<file path="config.mk">
export PLATFORM = sky130hd
export DESIGN_NAME = tdm_audio_rx
export DESIGN_NICKNAME = d
export VERILOG_FILES = /design/src/rtl/tdm_rx_pkg.sv /design/src/rtl/tdm_bit_framer.sv /design/src/rtl/tdm_slot_packer.sv /design/src/rtl/tdm_word_sink.sv /design/src/rtl/tdm_audio_rx.sv
export SDC_FILE = /design/constraint.sdc
export NUM_CORES = 1
export LEC_CHECK = 0
export CAP_MARGIN = 20
export CORE_MARGIN = 2
export CORE_UTILIZATION = 30
export CTS_BUF_LIST = sky130_fd_sc_hd__clkbuf_2
export DETAILED_ROUTE_END_ITERATION = 7
export PLACE_DENSITY_LB_ADDON = 0.15
export SLEW_MARGIN = 15
export SYNTH_ARGS = -nofsm -noshare
export SYNTH_HDL_FRONTEND = slang
export SYNTH_HIERARCHICAL = 1
export SYNTH_SLANG_ARGS = --single-unit
</file>
<file path="constraint.sdc">
create_clock -name clk -period 5.4 [get_ports clk]
set_clock_uncertainty 0.15 [all_clocks]
set_input_delay 0.54 -clock clk [delete_from_list [all_inputs] [get_ports clk]]
set_output_delay 0.54 -clock clk [all_outputs]
set_load 0.02 [all_outputs]
</file>
<file path="src/rtl/tdm_rx_pkg.sv">
package tdm_rx_pkg;
  typedef enum logic [1:0] {
    STOP_ON_CLEAR = 2'd0,
    STOP_AT_EOF   = 2'd1,
    STOP_ON_FULL  = 2'd2
  } stop_mode_e;
endpackage

</file>
<file path="src/rtl/tdm_bit_framer.sv">
module tdm_bit_framer #(
  parameter int CHANS  = 16,
  parameter int WORD_W = 32,
  localparam int CH_W  = $clog2(CHANS),
  localparam int BIT_W = $clog2(WORD_W)
) (
  input  logic              clk,
  input  logic              rst_n,
  input  logic              active,
  input  logic              bit_stb,
  input  logic              ws_in,
  input  logic              sd_in,
  input  logic              cfg_ws_pol,
  input  logic              cfg_shift,
  input  logic              cfg_lsb_first,
  input  logic [BIT_W-1:0]  cfg_slot_m1,
  input  logic [BIT_W-1:0]  cfg_data_m1,
  input  logic [CH_W-1:0]   cfg_chan_last,
  output logic              slot_stb,
  output logic [CH_W-1:0]   slot_idx,
  output logic [WORD_W-1:0] slot_word
);
  logic              ws_prev, edge_dly, in_frame;
  logic [BIT_W-1:0]  bit_cnt, cur_bit;
  logic [CH_W-1:0]   slot_cnt, cur_slot;
  logic [WORD_W-1:0] acc, base, acc_nx;
  logic              ws_norm, edge_now, frame_go, bit_end, frame_end;

  always_comb begin
    ws_norm   = ws_in ^ cfg_ws_pol;
    edge_now  = ws_prev & ~ws_norm;
    frame_go  = cfg_shift ? edge_dly : edge_now;
    cur_bit   = frame_go ? '0 : bit_cnt;
    cur_slot  = frame_go ? '0 : slot_cnt;
    base      = (cur_bit == '0) ? '0 : acc;
    if (cur_bit <= cfg_data_m1)
      acc_nx = cfg_lsb_first ? (base | (WORD_W'(sd_in) << cur_bit))
                             : {base[WORD_W-2:0], sd_in};
    else
      acc_nx = base;
    bit_end   = (cur_bit == cfg_slot_m1);
    frame_end = (cur_slot == cfg_chan_last);
  end

  always_ff @(posedge clk or negedge rst_n) begin
    if (!rst_n) begin
      ws_prev   <= 1'b0;
      edge_dly  <= 1'b0;
      in_frame  <= 1'b0;
      bit_cnt   <= '0;
      slot_cnt  <= '0;
      acc       <= '0;
      slot_stb  <= 1'b0;
      slot_idx  <= '0;
      slot_word <= '0;
    end else begin
      slot_stb <= 1'b0;
      if (bit_stb) begin
        ws_prev  <= ws_norm;
        edge_dly <= edge_now;
      end
      if (!active) begin
        in_frame <= 1'b0;
      end else if (bit_stb && (frame_go || in_frame)) begin
        acc <= acc_nx;
        if (bit_end) begin
          slot_stb  <= 1'b1;
          slot_idx  <= cur_slot;
          slot_word <= acc_nx;
          bit_cnt   <= '0;
          slot_cnt  <= cur_slot + 1'b1;
          in_frame  <= ~frame_end;
        end else begin
          bit_cnt  <= cur_bit + 1'b1;
          slot_cnt <= cur_slot;
          in_frame <= 1'b1;
        end
      end
    end
  end
endmodule

</file>
<file path="src/rtl/tdm_slot_packer.sv">
module tdm_slot_packer #(
  parameter int CHANS  = 16,
  parameter int WORD_W = 32,
  localparam int CH_W  = $clog2(CHANS),
  localparam int BIT_W = $clog2(WORD_W)
) (
  input  logic              slot_stb,
  input  logic [CH_W-1:0]   slot_idx,
  input  logic [WORD_W-1:0] slot_word,
  input  logic [CHANS-1:0]  cfg_chan_en,
  input  logic [BIT_W-1:0]  cfg_data_m1,
  input  logic              cfg_fill24,
  input  logic              cfg_mono,
  input  logic              cfg_mono_second,
  output logic              keep,
  output logic [WORD_W-1:0] word
);
  logic [WORD_W-1:0] filled;

  generate
    if (WORD_W > 24) begin : g_fill
      always_comb begin
        filled = slot_word;
        if (cfg_fill24 && cfg_data_m1 == BIT_W'(23))
          filled[WORD_W-1:24] = {(WORD_W-24){slot_word[23]}};
      end
    end else begin : g_nofill
      always_comb filled = slot_word;
    end
  endgenerate

  always_comb begin
    keep = slot_stb && (!cfg_mono || slot_idx == CH_W'(cfg_mono_second));
    word = cfg_chan_en[slot_idx] ? filled : '0;
  end
endmodule

</file>
<file path="src/rtl/tdm_word_sink.sv">
module tdm_word_sink
  import tdm_rx_pkg::*;
#(
  parameter int CHANS  = 16,
  parameter int WORD_W = 32,
  parameter int EOF_W  = 12,
  localparam int CH_W  = $clog2(CHANS)
) (
  input  logic              clk,
  input  logic              rst_n,
  input  logic              start,
  input  logic              active,
  input  logic              keep,
  input  logic [WORD_W-1:0] word,
  input  logic [CH_W-1:0]   chan,
  input  logic [1:0]        cfg_stop_mode,
  input  logic [EOF_W-1:0]  cfg_eof_m1,
  input  logic              out_ready,
  output logic              out_valid,
  output logic [WORD_W-1:0] out_data,
  output logic [CH_W-1:0]   out_chan,
  output logic              done,
  output logic              halt
);
  logic [EOF_W-1:0] word_cnt;
  logic             blocked;

  assign blocked = out_valid & ~out_ready;

  always_ff @(posedge clk or negedge rst_n) begin
    if (!rst_n) begin
      out_valid <= 1'b0;
      out_data  <= '0;
      out_chan  <= '0;
      done      <= 1'b0;
      halt      <= 1'b0;
      word_cnt  <= '0;
    end else begin
      done <= 1'b0;
      if (out_valid && out_ready) out_valid <= 1'b0;
      if (!active) word_cnt <= '0;
      if (!start) halt <= 1'b0;
      if (active && keep) begin
        if (blocked) begin
          if (cfg_stop_mode == STOP_ON_FULL) halt <= 1'b1;
        end else begin
          out_valid <= 1'b1;
          out_data  <= word;
          out_chan  <= chan;
          if (word_cnt == cfg_eof_m1) begin
            done     <= 1'b1;
            word_cnt <= '0;
            if (cfg_stop_mode == STOP_AT_EOF) halt <= 1'b1;
          end else begin
            word_cnt <= word_cnt + 1'b1;
          end
        end
      end
    end
  end
endmodule

</file>
<file path="src/rtl/tdm_audio_rx.sv">
module tdm_audio_rx #(
  parameter int CHANS  = 16,
  parameter int WORD_W = 32,
  parameter int EOF_W  = 12,
  localparam int CH_W  = $clog2(CHANS),
  localparam int BIT_W = $clog2(WORD_W)
) (
  input  logic              clk,
  input  logic              rst_n,
  input  logic              bit_stb,
  input  logic              ws_in,
  input  logic              sd_in,
  input  logic              start,
  input  logic              cfg_ws_pol,
  input  logic              cfg_shift,
  input  logic              cfg_lsb_first,
  input  logic [BIT_W-1:0]  cfg_slot_bits_m1,
  input  logic [BIT_W-1:0]  cfg_data_bits_m1,
  input  logic [CH_W-1:0]   cfg_chan_last,
  input  logic [CHANS-1:0]  cfg_chan_en,
  input  logic              cfg_mono,
  input  logic              cfg_mono_second,
  input  logic              cfg_fill24,
  input  logic [1:0]        cfg_stop_mode,
  input  logic [EOF_W-1:0]  cfg_eof_words_m1,
  output logic              out_valid,
  input  logic              out_ready,
  output logic [WORD_W-1:0] out_data,
  output logic [CH_W-1:0]   out_chan,
  output logic              done,
  output logic              rx_active
);
  logic              halt, active, slot_stb, keep;
  logic [CH_W-1:0]   slot_idx;
  logic [WORD_W-1:0] slot_word, word;

  assign active    = start & ~halt;
  assign rx_active = active;

  tdm_bit_framer #(.CHANS(CHANS), .WORD_W(WORD_W)) i_framer (
    .clk(clk), .rst_n(rst_n), .active(active), .bit_stb(bit_stb),
    .ws_in(ws_in), .sd_in(sd_in), .cfg_ws_pol(cfg_ws_pol),
    .cfg_shift(cfg_shift), .cfg_lsb_first(cfg_lsb_first),
    .cfg_slot_m1(cfg_slot_bits_m1), .cfg_data_m1(cfg_data_bits_m1),
    .cfg_chan_last(cfg_chan_last), .slot_stb(slot_stb),
    .slot_idx(slot_idx), .slot_word(slot_word)
  );

  tdm_slot_packer #(.CHANS(CHANS), .WORD_W(WORD_W)) i_packer (
    .slot_stb(slot_stb), .slot_idx(slot_idx), .slot_word(slot_word),
    .cfg_chan_en(cfg_chan_en), .cfg_data_m1(cfg_data_bits_m1),
    .cfg_fill24(cfg_fill24), .cfg_mono(cfg_mono),
    .cfg_mono_second(cfg_mono_second), .keep(keep), .word(word)
  );

  tdm_word_sink #(.CHANS(CHANS), .WORD_W(WORD_W), .EOF_W(EOF_W)) i_sink (
    .clk(clk), .rst_n(rst_n), .start(start), .active(active),
    .keep(keep), .word(word), .chan(slot_idx),
    .cfg_stop_mode(cfg_stop_mode), .cfg_eof_m1(cfg_eof_words_m1),
    .out_ready(out_ready), .out_valid(out_valid), .out_data(out_data),
    .out_chan(out_chan), .done(done), .halt(halt)
  );
endmodule

</file>
Yosys cells after proc, flatten, opt, wreduce, memory -nomap -nowiden
Cells that the tools add are included.

storage, ports and cells
  register bits after elaboration = 132
  bits of input ports = 57
  output and inout bits = 39

operators by class
  $add $sub $neg = 3
  order comparisons = 2
  equality and inequality tests = 8
  shifts and indexed selects = 1
  muxes and demuxes = 34
  bitwise operators = 10
  reduce and logical (&&, ||, !) cells = 12

operator list
  kind                                                 count
  two-way mux 32 bit                                   4
  two-way mux 12 bit                                   4
  OR 32 bit                                            1
  left shift 1 x 5 -> 32 bit                           1
  two-way mux 1 bit                                    20
  adder 12 x 1 -> 12 bit (second input constant)       1
  == test 12 bit                                       1
  two-way mux 5 bit                                    2
  two-way mux 4 bit                                    2
  two-way mux 8 bit                                    1
  adder 5 x 1 -> 5 bit (second input constant)         1
  == test 5 bit                                        1
  == test 5 bit (second input constant)                1
  <= comparator 5 bit                                  1
  logical AND 1 bit                                    5
  logical NOT 5 bit                                    1
  < comparator 4 x 5 -> 1 bit (second input constant)  1
  inverter 1 bit                                       5
  adder 4 x 1 -> 4 bit (second input constant)         1
  binary-select mux 1 bit (select 4 bit)               1
  == test 4 x 1 -> 1 bit                               1
  == test 4 bit                                        1
  AND reduction 2 bit                                  2
  bitwise AND 1 bit                                    3
  other kinds (7)                                      8

Depth between registers and ports, before layout
  word-level depth = 10
  gate-level depth with buffers = 13
  gate-level depth less buffers = 10

Cells and area by module
Netlist, hierarchy kept.

modules (own cells, without submodules)
  module           instances  cells each  area each (µm²)
  tdm_bit_framer   1          611         5442.7
  tdm_word_sink    1          179         2263.4
  tdm_slot_packer  1          65          614.3
  tdm_audio_rx     1          1           13.8

Worst setup path after synthesis
No wires, ideal clock.

  path kind = input to register
  start = input port cfg_shift
  end = register i_framer.acc[30]
  arrival time = 3.096 ns
  required time = 5.100 ns
  slack = 2.003 ns
  stages on the path = 11
  cell sequence = and2b_1 > a21oi_1 > clkbuf_1 > and2_1 > ha_1 > nor3b_1 > a311o_1 > a21o_4 > a211oi_4 > buf_6 > a221oi_2

between the ends
  longest elaborated chain between the ends = 7

ends and longest elaborated chain
  item                  RTL line              source
  start, declared       tdm_audio_rx.sv:15    input logic cfg_shift,
  two-way mux 1 bit *   tdm_bit_framer.sv:32  frame_go = cfg_shift ? edge_dly : edge_now;
  two-way mux 5 bit     tdm_bit_framer.sv:33  cur_bit = frame_go ? '0 : bit_cnt;
  logical NOT 5 bit     tdm_bit_framer.sv:35  base = (cur_bit == '0) ? '0 : acc;
  two-way mux 32 bit    tdm_bit_framer.sv:35
  OR 32 bit             tdm_bit_framer.sv:37  acc_nx = cfg_lsb_first ? (base | (WORD_W'(sd_in) << cur_bit))
  two-way mux 32 bit    tdm_bit_framer.sv:37
  two-way mux 32 bit    tdm_bit_framer.sv:36  if (cur_bit <= cfg_data_m1)
  end signal, assigned  tdm_bit_framer.sv:65  acc <= acc_nx;
  end, declared         tdm_bit_framer.sv:26  logic [WORD_W-1:0] acc, base, acc_nx;

Mark *: on every way between the ends. The rest lies on a longest branch, timed or not.
A chain may end at the register's enable or synchronous reset.

Final worst setup path
  start = register i_framer.ws_prev
  end = register i_framer.acc[29]

between the ends
  longest elaborated chain between the ends = 8

ends and longest elaborated chain
  item                    RTL line              source
  start, declared         tdm_bit_framer.sv:23  logic ws_prev, edge_dly, in_frame;
  start signal, assigned  tdm_bit_framer.sv:59  ws_prev <= ws_norm;
  bitwise AND 1 bit *     tdm_bit_framer.sv:31  edge_now = ws_prev & ~ws_norm;
  two-way mux 1 bit *     tdm_bit_framer.sv:32
  two-way mux 5 bit       tdm_bit_framer.sv:33
  logical NOT 5 bit       tdm_bit_framer.sv:35
  two-way mux 32 bit      tdm_bit_framer.sv:35
  OR 32 bit               tdm_bit_framer.sv:37
  two-way mux 32 bit      tdm_bit_framer.sv:37
  two-way mux 32 bit      tdm_bit_framer.sv:36

Marked as above.

==> results.txt <==
----------------------------------------------------
[Outcome]
  Outcome ... finished, final reports clean

[Placed design]
  Total half-perimeter wirelength after legalization and detailed placement ... about 15 mm
  Area after DPL ... ~0.0094 mm²
  Port Buffers ... 95
  Number of placed instances, taps included ... between 1000 and 1500
  Placer Congestion ... about 0.75

[Clock tree]
  Clock tree from TritonCTS ... done
  Clock-pin slew on the worst setup and hold paths ... around 230 ps
  Clock root buffer ... clkbuf_2
  Buffer depth of the longest clock path ... 2
  Sink Count ... around 130
  Clock latency on the worst-skew pair ... ~730 ps
  Cts bufs inserted ... 17
  Post-cts resize count ... 0
  H-Tree Depth ... 4

[STA]
  Slew @ Worst Pin ... between 1000 and 1500 ps
  Maximum clock frequency ... between 200 and 300 MHz
  Unrepaired setup endpoints after global routing ... false
  Post-route setup TNS ... 0 ps
  Final Hold Fails ... 0
  Portion of the clock cycle consumed by the worst path in the final layout ... 0.721
  Final min period ... about 3900 ps
  Pins Over Slew Limit ... 0
  Number of failing setup endpoints in the final timing report ... 0
  Remaining max-slew budget at the tightest pin ... 0.259

[Routing]
  Overall via count from detail_route ... between 6000 and 7000
  Length of the first detailed-routing pass in iterations ... 5
  Final wirelength ... ~23 mm
  Number of antenna-violating nets in the routed design ... 0
  Post-DR vias/cell ... about 5.2
  Routed len/inst ... about 17 µm
  First DRT Iteration DRCs ... 435
  Residual DRC count ... 0

[Worst setup path]
  Worst Reg-to-Reg Cells ... 10
  Register-to-Register Setup Slack ... between 1500 and 2000 ps
  Capturing element type of the critical path ... register
  Setup crit start ... i_framer/ws_prev
  Cell breakdown of the critical path ... and2b_1, a21oi_1, and2_1, ha_1, nor3b_1, a311o_1, a21o_4, a211oi_4, buf_4, a221oi_1
  Crit path DAT ... approximately 4300 ps
  Worst R2R Start ... i_framer/ws_prev
  Capture point of the worst reg-to-reg path ... i_framer/acc[29]
  Top Family by Delay on Critical Path ... compound AO/OA/AOI/OAI gates
  Crit-path max cell delay ... approximately 560 ps
  CP required ... between 5000 and 6000 ps
  CP max-delay cell ... a21oi_1
  CP endpoint ... i_framer/acc[29]
  Crit-path max FO ... 33
  Critical path type ... register to register
  Buffers & Inverters on Critical Path ... 1
  Depth of the critical timing path with buffers and inverters included ... 10
  Type of element launching the critical path ... register

[Cells and area]
  Total number of nets in the final design ... 973
  Share of layout cells above drive strength 1 ... 0.168
  Fin cells ... ~1300
  Area Growth Syn to Fin ... 16.7%
  FILL cells ... about 2900
  Utilization after layout ... 0.353
  Sequential standard cell area ... 0.00330 mm²
  Final Instance Area ... 0.00972 mm²
  Multi-input gate area in the final layout ... between 0.004 and 0.005 mm²

[Floorplanning]
  Starting Density ... 0.302
  Die X ... about 170 µm
  I/O pins ... 96
  Rows ... about 60
  Height of the chip ... ~170 µm
  Total Die Area ... just under 0.03 mm²
  Area inside the core boundary ... approximately 0.028 mm²

[Hold path]
  Path class of the lowest-slack min-delay path ... input port to async pin

[Flow run]
  Max-cap viol count ... 0

[Global route]
  Maximum number of pins on one net before global-route repair ... 100
  GRT Util Overall ... 0.162
  Via count of the first global-routing pass ... a little under 7000
  Antenna violations before repair ... 1
  Overflow after GRT ... 0
  First-pass GRT wire length ... between 30 and 40 mm

[Synthesis]
  Async SR Flop Fraction ... 1.00
  Yosys Warn Count ... 6
  Area of the mapped netlist ... 0.00833 mm²
  Leading cell types by count after synthesis ... dfrtp_1, o21ai_0, nor2_1
  Post-synthesis instance total ... ~860
  Yosys reg bits ... 132
  Cell type contributing the most total cell area after synthesis ... dfrtp_1
  Ys flop type ... dfrtp_1
  Leading cell type by number of instances after synthesis ... dfrtp_1
  Number of flops mapped to enable cells by yosys ... 0
  Post-Syn Area per Cell ... between 9 and 10 µm²
  Post-synthesis cell type count ... 72
  Post-synthesis sequential area ratio ... 0.396
  Dominant cells by area after synthesis ... dfrtp_1, mux2_2, o21ai_0, a2111oi_2, nor2_1
  Area share of the largest cell type after synthesis ... 0.396
  Post-synthesis net count ... slightly above 900

[Pwr]
  Post-layout power ... approximately 3.3 mW
  Leakage ... ~3.8 nW
  Max IR drop VDD ... around 0.18 mV
  Power per Cell Area ... 338 mW/mm²

----------------------------------------------------
-- worst min path at each step --
stage	from	to	cells past startpoint	slack, ps
6_report	rst_n	i_sink/out_data[6]	2	110
5_1_grt	rst_n	i_sink/out_data[13]	2	40
4_1_cts	out_ready	i_sink/out_valid	3	250
3_5_place_dp	i_framer/slot_word[0]	i_framer/slot_word[0]	2	320
3_3_place_gp	i_framer/slot_word[0]	i_framer/slot_word[0]	2	310
2_1_floorplan	rst_n	i_framer/acc[0]	0	90
-- layout by cell type, fill, tap and decap left out, drive strengths merged, types with 3 or more instances in the layout --
master and instances:
nor3 7, a2111oi 33, xor2 22, and2 37, a21boi 23, a211oi 37, mux2 38, buf 17
a221oi 33, bufinv 3, o211ai 33, nand3 22, nor4 7, nand2b 3, clkinv 8, a22oi 10
clkdlybuf4s50 93, a21o 4, or3 4, ha 6, o22ai 5, mux4 4, nand4 10, a31oi 6
inv 51, clkinvlp 3, nand2 43, o21ai 82, nor2 72, a21oi 13, clkbuf 18, and3 3
xnor2 4, o31ai 3, nor2b 9, dfrtp 132
-- kinds of logic (layout without fill, tap and decap cells) --
logic type               Yosys count  count (layout)  synth area share
other                              0               1                 0
AO/OA/AOI/OAI                    294             294             0.287
adder cells (fa/ha/maj)            6               6           0.00901
AND/OR/NAND/NOR                  227             227             0.136
buffers and inverters            127             194            0.0790
multiplexers                      44              44            0.0646
flip-flops                       132             132             0.396
XOR/XNOR                          26              26            0.0282
-- state kept, by name, summed over array words and instances (netlist names), 4 cells and up --
signal / count
i_sink/out_data: 32
i_framer/slot_word: 32
i_framer/slot_cnt: 4
i_sink/out_chan: 4
i_framer/acc: 32
i_sink/word_cnt: 12
i_framer/bit_cnt: 5
i_framer/slot_idx: 4
-- routing by layer --
metal / up-vias / share of wire / global-route usage
met5: - / 0 / 0
met4: 0 / 0.015 / 0.0453
met3: 21 / 0.037 / 0.0289
met2: 132 / 0.46 / 0.260
met1: 3347 / 0.48 / 0.223
li1: 3291 / - / -
-- what timing repair did --
item / CTS / global route
buffers inserted: 0 / 0
hold endpoints to repair: 98 / 0
hold buffers: 1 / 0
-- area by class of cell --
class,instances,share of cell area
multi-input cells,597,0.454
repair buffers,111,0.112
diodes,1,0.000257
well taps,378,0.0486
clock buffers,18,0.00927
flip-flops and latches,132,0.340
clock inverters,14,0.0167
inverters,51,0.0197
-- where the power goes --
group          total, mW  internal [mW]  switching [mW]  leakage, nW
Combinational       1.24          0.489           0.748         1.89
Clock              0.662          0.256           0.405        0.147
Sequential          1.39           1.23           0.160         1.76
Total               3.29           1.98            1.31         3.80
-- per-stage QoR --
step | setup WS, ps | hold WS (ps)
floorplan | 2000 | 94.4
global placement | 973 | 314
global route | 1220 | 39.7
finish | 1500 | 110
CTS | 1460 | 247
detailed placement | 913 | 322
Note: power is estimated with default switching activity, not from simulation.
